`config.mk`:
```
export PLATFORM = sky130hd
export DESIGN_NAME = dmac_regfile
export DESIGN_NICKNAME = d
export VERILOG_FILES = /design/src/rtl/dmac_pkg.sv /design/src/rtl/dmac_chan_regs.sv /design/src/rtl/dmac_pend.sv /design/src/rtl/dmac_rd_mux.sv /design/src/rtl/dmac_regfile.sv
export SDC_FILE = /design/constraint.sdc
export NUM_CORES = 2
export LEC_CHECK = 0
export ABC_AREA = 1
export BUFFER_PORTS_ARGS = -buffer_cell sky130_fd_sc_hd__buf_4
export CORE_MARGIN = 10
export CORE_UTILIZATION = 40
export CTS_BUF_LIST = sky130_fd_sc_hd__clkbuf_4 sky130_fd_sc_hd__clkbuf_8 sky130_fd_sc_hd__clkbuf_16
export DETAILED_ROUTE_END_ITERATION = 7
export HOLD_SLACK_MARGIN = 0.15
export SYNTH_ARGS = -nofsm -noshare
export SYNTH_HDL_FRONTEND = slang
export SYNTH_SLANG_ARGS = --single-unit
```
`constraint.sdc`:
```
create_clock -name clk -period 2.7 [get_ports clk]
set_input_delay 0.27 -clock clk [delete_from_list [all_inputs] [get_ports clk]]
set_output_delay 0.27 -clock clk [all_outputs]
set_load 0.005 [all_outputs]
```
`src/rtl/dmac_pkg.sv`:
```
// dmac_pkg: shared constants of the DMA register front end.
// Assumes a 12-bit byte address window and word-aligned accesses.
package dmac_pkg;
    localparam int REGS_PER_CH = 5;
    localparam int SLOT_CFG    = 4;

    // Global register word indices (byte offset >> 2).
    localparam logic [9:0] W_STAT     = 10'h000;
    localparam logic [9:0] W_TC_STAT  = 10'h001;
    localparam logic [9:0] W_TC_CLR   = 10'h002;
    localparam logic [9:0] W_ERR_STAT = 10'h003;
    localparam logic [9:0] W_ERR_CLR  = 10'h004;
    localparam logic [9:0] W_TC_RAW   = 10'h005;
    localparam logic [9:0] W_ERR_RAW  = 10'h006;
    localparam logic [9:0] W_EN_MAP   = 10'h007;
    localparam logic [9:0] W_GCFG     = 10'h00C;

    // Bit positions inside a channel configuration word.
    localparam int CFG_EN_BIT     = 0;
    localparam int CFG_ERR_IE_BIT = 14;
    localparam int CFG_TC_IE_BIT  = 15;

    // Identification byte for word idx of the top 32-byte block.
    function automatic logic [7:0] id_byte(input logic [2:0] idx, input int nch);
        case (idx)
            3'd0:    id_byte = (nch == 8) ? 8'h80 : 8'h81;
            3'd1:    id_byte = 8'h10;
            3'd2:    id_byte = 8'h04;
            3'd3:    id_byte = 8'h0A;
            3'd4:    id_byte = 8'h0D;
            3'd5:    id_byte = 8'hF0;
            3'd6:    id_byte = 8'h05;
            default: id_byte = 8'hB1;
        endcase
    endfunction
endpackage

```
`src/rtl/dmac_chan_regs.sv`:
```
// dmac_chan_regs: storage for the five programming words of each channel.
// Assumes the caller has already checked the channel index and the slot.
// we_i is only raised for a legal channel and a slot below REGS_PER_CH.
module dmac_chan_regs
    import dmac_pkg::*;
#(
    parameter int NUM_CH = 8,
    parameter int DW     = 32,
    localparam int CH_W  = (NUM_CH > 1) ? $clog2(NUM_CH) : 1
) (
    input  logic             clk,
    input  logic             rst_n,
    input  logic             we_i,
    input  logic [CH_W-1:0]  ch_i,
    input  logic [2:0]       slot_i,
    input  logic [DW-1:0]    wdata_i,
    output logic [DW-1:0]    words_o [NUM_CH][REGS_PER_CH]
);
    for (genvar c = 0; c < NUM_CH; c++) begin : g_ch
        for (genvar s = 0; s < REGS_PER_CH; s++) begin : g_slot
            logic [DW-1:0] word_q;

            // Load this word when its channel and slot are addressed.
            always_ff @(posedge clk) begin
                if (!rst_n) begin
                    word_q <= '0;
                end else if (we_i && ch_i == CH_W'(c) && slot_i == 3'(s)) begin
                    word_q <= wdata_i;
                end
            end

            assign words_o[c][s] = word_q;
        end
    end
endmodule

```
`src/rtl/dmac_pend.sv`:
```
// dmac_pend: one vector of sticky pending bits with write-one-to-clear.
// A set pulse overrides a clear of the same bit in the same cycle.
module dmac_pend #(
    parameter int NUM_CH = 8
) (
    input  logic              clk,
    input  logic              rst_n,
    input  logic [NUM_CH-1:0] set_i,
    input  logic              clr_we_i,
    input  logic [NUM_CH-1:0] clr_bits_i,
    output logic [NUM_CH-1:0] pend_o
);
    logic [NUM_CH-1:0] clr_eff;

    // Clear mask is active only during a clear write.
    always_comb clr_eff = clr_we_i ? clr_bits_i : '0;

    // Clear first, then merge new events so that set wins.
    always_ff @(posedge clk) begin
        if (!rst_n) pend_o <= '0;
        else        pend_o <= (pend_o & ~clr_eff) | set_i;
    end
endmodule

```
`src/rtl/dmac_rd_mux.sv`:
```
// dmac_rd_mux: combinational read decode of the whole register window.
// Assumes word_addr_i is byte address [11:2]. Unmapped words return zero.
module dmac_rd_mux
    import dmac_pkg::*;
#(
    parameter int NUM_CH = 8,
    parameter int DW     = 32,
    localparam int CH_W  = (NUM_CH > 1) ? $clog2(NUM_CH) : 1
) (
    input  logic [9:0]        word_addr_i,
    input  logic [DW-1:0]     words_i [NUM_CH][REGS_PER_CH],
    input  logic [NUM_CH-1:0] tc_pend_i,
    input  logic [NUM_CH-1:0] err_pend_i,
    input  logic [NUM_CH-1:0] tc_mask_i,
    input  logic [NUM_CH-1:0] err_mask_i,
    input  logic [NUM_CH-1:0] en_map_i,
    input  logic              gcfg_en_i,
    output logic [DW-1:0]     rdata_o
);
    logic [2:0]        ch_idx;
    logic [2:0]        slot;
    logic              ch_ok;
    logic              slot_ok;
    logic [NUM_CH-1:0] tc_masked;
    logic [NUM_CH-1:0] err_masked;

    // Field split of the word address and the masked views.
    always_comb begin
        ch_idx     = word_addr_i[5:3];
        slot       = word_addr_i[2:0];
        ch_ok      = int'(ch_idx) < NUM_CH;
        slot_ok    = int'(slot) < REGS_PER_CH;
        tc_masked  = tc_pend_i & tc_mask_i;
        err_masked = err_pend_i & err_mask_i;
    end

    // Select the word addressed by the bus.
    always_comb begin
        rdata_o = '0;
        if (word_addr_i[9:6] == 4'h1) begin
            if (ch_ok && slot_ok) rdata_o = words_i[ch_idx[CH_W-1:0]][slot];
        end else if (word_addr_i[9:3] == 7'h7F) begin
            rdata_o = DW'(id_byte(word_addr_i[2:0], NUM_CH));
        end else begin
            case (word_addr_i)
                W_STAT:     rdata_o = DW'(tc_masked | err_masked);
                W_TC_STAT:  rdata_o = DW'(tc_masked);
                W_ERR_STAT: rdata_o = DW'(err_masked);
                W_TC_RAW:   rdata_o = DW'(tc_pend_i);
                W_ERR_RAW:  rdata_o = DW'(err_pend_i);
                W_EN_MAP:   rdata_o = DW'(en_map_i);
                W_GCFG:     rdata_o = DW'(gcfg_en_i);
                default:    rdata_o = '0;
            endcase
        end
    end
endmodule

```
`src/rtl/dmac_regfile.sv`:
```
// dmac_regfile: register front end of a multi-channel DMA controller.
// Decodes a 4 KB window and keeps channel words and pending event bits.
// Drives one interrupt. Assumes single-cycle word-aligned accesses and DW >= 16.
module dmac_regfile
    import dmac_pkg::*;
#(
    parameter int NUM_CH = 8,
    parameter int DW     = 32,
    localparam int CH_W  = (NUM_CH > 1) ? $clog2(NUM_CH) : 1
) (
    input  logic              clk,
    input  logic              rst_n,
    input  logic              bus_sel_i,
    input  logic              bus_wr_i,
    input  logic [11:0]       bus_addr_i,
    input  logic [DW-1:0]     bus_wdata_i,
    input  logic [NUM_CH-1:0] tc_set_i,
    input  logic [NUM_CH-1:0] err_set_i,
    output logic [DW-1:0]     bus_rdata_o,
    output logic              irq_o
);
    logic [9:0]        word_addr;
    logic              wr_cyc;
    logic              rd_cyc;
    logic              chan_we;
    logic              tc_clr_we;
    logic              err_clr_we;
    logic              gcfg_we;
    logic              gcfg_en_q;
    logic [DW-1:0]     words [NUM_CH][REGS_PER_CH];
    logic [NUM_CH-1:0] tc_pend;
    logic [NUM_CH-1:0] err_pend;
    logic [NUM_CH-1:0] tc_mask;
    logic [NUM_CH-1:0] err_mask;
    logic [NUM_CH-1:0] en_map;
    logic [DW-1:0]     rd_word;
    logic              unused_lsbs;

    assign unused_lsbs = ^bus_addr_i[1:0];
    assign word_addr   = bus_addr_i[11:2];

    // Decode the access into write strobes.
    always_comb begin
        wr_cyc     = bus_sel_i && bus_wr_i;
        rd_cyc     = bus_sel_i && !bus_wr_i;
        chan_we    = wr_cyc && word_addr[9:6] == 4'h1
                     && int'(word_addr[5:3]) < NUM_CH
                     && int'(word_addr[2:0]) < REGS_PER_CH;
        tc_clr_we  = wr_cyc && word_addr == W_TC_CLR;
        err_clr_we = wr_cyc && word_addr == W_ERR_CLR;
        gcfg_we    = wr_cyc && word_addr == W_GCFG;
    end

    dmac_chan_regs #(.NUM_CH(NUM_CH), .DW(DW)) chan_i (
        .clk     (clk),
        .rst_n   (rst_n),
        .we_i    (chan_we),
        .ch_i    (word_addr[3 +: CH_W]),
        .slot_i  (word_addr[2:0]),
        .wdata_i (bus_wdata_i),
        .words_o (words)
    );

    // Gather the per-channel enables from the configuration words.
    for (genvar c = 0; c < NUM_CH; c++) begin : g_mask
        assign tc_mask[c]  = words[c][SLOT_CFG][CFG_TC_IE_BIT];
        assign err_mask[c] = words[c][SLOT_CFG][CFG_ERR_IE_BIT];
        assign en_map[c]   = words[c][SLOT_CFG][CFG_EN_BIT];
    end

    dmac_pend #(.NUM_CH(NUM_CH)) tc_pend_i (
        .clk        (clk),
        .rst_n      (rst_n),
        .set_i      (tc_set_i),
        .clr_we_i   (tc_clr_we),
        .clr_bits_i (bus_wdata_i[NUM_CH-1:0]),
        .pend_o     (tc_pend)
    );

    dmac_pend #(.NUM_CH(NUM_CH)) err_pend_i (
        .clk        (clk),
        .rst_n      (rst_n),
        .set_i      (err_set_i),
        .clr_we_i   (err_clr_we),
        .clr_bits_i (bus_wdata_i[NUM_CH-1:0]),
        .pend_o     (err_pend)
    );

    // Controller enable; endianness bits are not kept.
    always_ff @(posedge clk) begin
        if (!rst_n)       gcfg_en_q <= 1'b0;
        else if (gcfg_we) gcfg_en_q <= bus_wdata_i[0];
    end

    dmac_rd_mux #(.NUM_CH(NUM_CH), .DW(DW)) rd_mux_i (
        .word_addr_i (word_addr),
        .words_i     (words),
        .tc_pend_i   (tc_pend),
        .err_pend_i  (err_pend),
        .tc_mask_i   (tc_mask),
        .err_mask_i  (err_mask),
        .en_map_i    (en_map),
        .gcfg_en_i   (gcfg_en_q),
        .rdata_o     (rd_word)
    );

    // Capture the read word at the edge ending the read cycle.
    always_ff @(posedge clk) begin
        if (!rst_n)      bus_rdata_o <= '0;
        else if (rd_cyc) bus_rdata_o <= rd_word;
    end

    // Interrupt straight from the stored state.
    always_comb irq_o = |(tc_pend & tc_mask) || |(err_pend & err_mask);
endmodule

```
==> insert_results.sql <==
INSERT INTO impl_metrics (metric_group, metric, value, unit) VALUES
('layout', 'final_common_cell', 'sky130_fd_sc_hd__nand2_1', ''),
('routing', 'drt.antenna.violating_nets', '0', ''),
('global_route', 'first_global_vias', '51900', ''),
('global_route', 'grt_max_degree', '168', ''),
('floorplanning', 'fp.dieArea', '166000', 'um2'),
('critical_path', 'cpMaxStageDelayCell', 'sky130_fd_sc_hd__dlygate4sd3_1', ''),
('floorplanning', 'fp.coreArea', '148000', 'um2'),
('power_and_ir_drop', 'comb_power_share', '0.064', ''),
('sta', 'max-slew-margin-rel', '0.488', ''),
('routing', 'totalWireLength', '204', 'mm'),
('power_and_ir_drop', 'power_switching_share', '0.240', ''),
('layout', 'post_route_cells_drive_above_1_share', '0.0754', ''),
('logic_synthesis', 'synthesis.area_per_instance', '6.80', 'um2'),
('critical_path', 'worst-r2r-setup-slack', '750', 'ps'),
('logic_synthesis', 'synth-seq-cells', '1329', ''),
('critical_path', 'cp-end-kind', 'register', ''),
('placed_design', 'placedInstanceArea', '63200', 'um2'),
('logic_synthesis', 'netlist-cell-type-count', '32', ''),
('global_route', 'grt-ovfl-total', '0', ''),
('cts', 'cts.repair_timing.setup_buffer_count', '0', ''),
('cts', 'cts.root.buffer_cell', 'sky130_fd_sc_hd__clkbuf_16', ''),
('layout', 'most-common-layout-cells', 'sky130_fd_sc_hd__nand2_1, sky130_fd_sc_hd__dfxtp_1, sky130_fd_sc_hd__inv_1', ''),
('routing', 'drt_iter0_markers', '5386', ''),
('power_and_ir_drop', 'clock_network_power_share', '0.475', ''),
('cts', 'clock_tree_from_tritoncts', 'built', ''),
('logic_synthesis', 'postSynth.asyncResetShare', '0', ''),
('hold_path', 'whs_endpoint', 'bus_rdata_o[1]', ''),
('sta', 'final_max_slew_viol_count', '0', ''),
('critical_path', 'r2r.worst_path.cells', '11', ''),
('floorplanning', 'start_util', '0.404', ''),
('global_route', 'global_route_wire_length_before_repair', '313', 'mm'),
('logic_synthesis', 'seq_area_frac_synth', '0.444', ''),
('floorplanning', 'placement_rows', '141', ''),
('sta', 'hold_viol_final', '0', ''),
('logic_synthesis', 'synth-edff-count', '0', ''),
('placed_design', 'placement.io_buffers', '94', ''),
('critical_path', 'cp_data_arrival_time', '3280', 'ps'),
('cts', 'clkLatencyLatePin', '770', 'ps'),
('logic_synthesis', 'cell_area_synth', '59900', 'um2'),
('sta', 'fmaxAchievable', '381', 'MHz'),
('cts', 'clkSlewWorstSetupHoldPaths', '60', 'ps'),
('sta', 'min_period_over_period', '0.971', ''),
('layout', 'area.growth.synth_to_final', '14.8', '%'),
('cts', 'cts_num_sinks', '1329', ''),
('routing', 'via_count', '56300', ''),
('placed_design', 'globalplace.congestion', '0.862', ''),
('critical_path', 'crit_required', '3360', 'ps'),
('routing', 'detailedRoute.firstPassIterationCount', '6', ''),
('power_and_ir_drop', 'power.internal', '32.4', 'mW'),
('sta', 'final.hold.worst_slack', '220', 'ps'),
('power_and_ir_drop', 'power_frac_seq', '0.461', ''),
('status', 'status', 'completed', ''),
('logic_synthesis', 'yosys_warnings', '0', ''),
('hold_path', 'worst_hold_path_type', 'in -> reg', ''),
('critical_path', 'worst-path-max-fanout', '23', ''),
('layout', 'finalNetCount', '8652', ''),
('critical_path', 'critical_path.top_delay_family', 'buffers and inverters', ''),
('sta', 'finalClockSkew', '21.6', 'ps'),
('routing', 'detail_route.wl_per_cell', '19.1', 'um'),
('critical_path', 'timing.critical_path.cells', 'dlygate4sd3_1 -> buf_4 -> inv_1 -> buf_6 -> nand2_1 -> nor2_1 -> buf_4 -> nand4_1 -> o21ai_0 -> a21oi_1 -> dlygate4sd3_1', ''),
('power_and_ir_drop', 'peakVddDrop', '0.663', 'mV'),
('sta', 'fin_ws', '78.3', 'ps'),
('critical_path', 'critPathMaxStageDelay', '570', 'ps'),
('cts', 'clock_tree.buffer_depth', '3', ''),
('logic_synthesis', 'post_synth_inst_count', '8809', ''),
('global_route', 'global_route.usage.total', '0.235', ''),
('hold_path', 'hold-path-cell-count', '7', ''),
('routing', 'viasPerCell', '5.26', ''),
('sta', 'post-route-min-period', '2620', 'ps'),
('sta', 'finalSetupViolCount', '0', ''),
('critical_path', 'timing.setup.critical_path_class', 'in -> reg', '');
per-stage QoR:
| stage | total power [mW] | util |
|---|---|---|
| global route | 43.8 | 0.464 |
| detailed placement | 22.7 | 0.426 |
| global placement | 22.6 | 0.426 |
| finish | 42.6 | 0.464 |
| floorplan | 21.5 | - |
| CTS | 42.9 | 0.463 |
cell type report:
class                           count  area, um2
Fill cell                       14700      79500
Sequential cell                  1329      26600
Multi-Input combinational cell   5445      25800
Inverter                         1267       4780
Clock buffer                      213       4430
Timing Repair Buffer              404       4330
Tap cell                         2002       2500
Clock inverter                     34        397
Antenna cell                        8       20.0
synth_stat cells, types with 2 or more instances:
cell	number	area [um2]
sky130_fd_sc_hd__nand2_1	1538	5770
sky130_fd_sc_hd__o21ai_1	13	65.1
sky130_fd_sc_hd__nand2_2	10	62.6
sky130_fd_sc_hd__buf_1	52	195
sky130_fd_sc_hd__buf_4	7	52.6
sky130_fd_sc_hd__nor2_1	745	2800
sky130_fd_sc_hd__o2111ai_1	24	210
sky130_fd_sc_hd__a21oi_1	1089	5450
sky130_fd_sc_hd__a22oi_1	11	82.6
sky130_fd_sc_hd__inv_1	1261	4730
sky130_fd_sc_hd__nor2_2	8	50.1
sky130_fd_sc_hd__a21boi_0	7	52.6
sky130_fd_sc_hd__clkbuf_1	615	2310
sky130_fd_sc_hd__o221ai_1	5	43.8
sky130_fd_sc_hd__nand4_1	15	93.8
sky130_fd_sc_hd__buf_2	93	465
sky130_fd_sc_hd__dfxtp_1	1329	26600
sky130_fd_sc_hd__inv_2	5	18.8
sky130_fd_sc_hd__nor2_4	2	22.5
sky130_fd_sc_hd__o21ai_0	1059	5300
sky130_fd_sc_hd__nand3_1	534	2670
sky130_fd_sc_hd__o211ai_1	33	248
sky130_fd_sc_hd__nand3b_1	8	60.1
sky130_fd_sc_hd__a211oi_1	320	2400
sky130_fd_sc_hd__o22ai_1	19	119
sequential cells by signal (all words and copies together), names as in the netlist:
name / flops
bus_rdata_o: 32
chan_i.g_ch.g_slot.word_q: 1280
err_pend_i.pend_o: 8
gcfg_en_q: 1
tc_pend_i.pend_o: 8
worst reg2reg max path: cells and delay by family (launching register included):
family | cells | cell delay [ps]
AOI/OAI and AO/OA | 3 | 690
and+or+nand+nor | 7 | 630
DFF | 1 | 310
buffers and inverters | 1 | 200
worst max path at each step:
stage / cells past startpoint / from / endpoint
after global routing: 11 / bus_addr_i[4] / tc_pend_i.pend_o[0]
after global placement: 13 / bus_addr_i[5] / bus_rdata_o[16]
after CTS: 11 / bus_addr_i[9] / gcfg_en_q
after detailed placement: 13 / bus_addr_i[5] / bus_rdata_o[16]
final: 11 / bus_addr_i[4] / tc_pend_i.pend_o[0]
after floorplan: 11 / bus_addr_i[5] / bus_rdata_o[10]
cells by family (layout without fill, tap and decap cells):
family	count (synthesis)	after routing	share of synthesized area
AOI/OAI and AO/OA	2582	2582	0.233
buffers and inverters	2035	1918	0.130
DFF	1329	1329	0.444
other	0	8	0
and+or+nand+nor	2863	2863	0.193
power groups by stage:
stage	logic [mW]	registers [mW]	clock network, mW
2_1_floorplan	1.40	20.1	0
3_3_place_gp	2.56	20.1	0
3_5_place_dp	2.57	20.1	0
4_1_cts	2.67	19.6	20.5
5_1_grt	2.90	19.6	21.3
6_report	2.73	19.6	20.2
metal layers:
layer / part of all wire / wire length [um] / track usage / vias up
li1: - / - / - / 27900
met1: 0.45 / 92000 / 0.322 / 26200
met2: 0.46 / 93100 / 0.384 / 1865
met3: 0.069 / 14100 / 0.0329 / 317
met4: 0.024 / 4810 / 0.0677 / 0
met5: 0 / 0 / 0 / -
what timing repair did:
action,in CTS,in global routing
hold endpoints to repair,1300,0
hold buffers,75,0
resized for setup,0,8
setup endpoints to repair,0,8
Note: power is estimated with default switching activity, not from simulation.
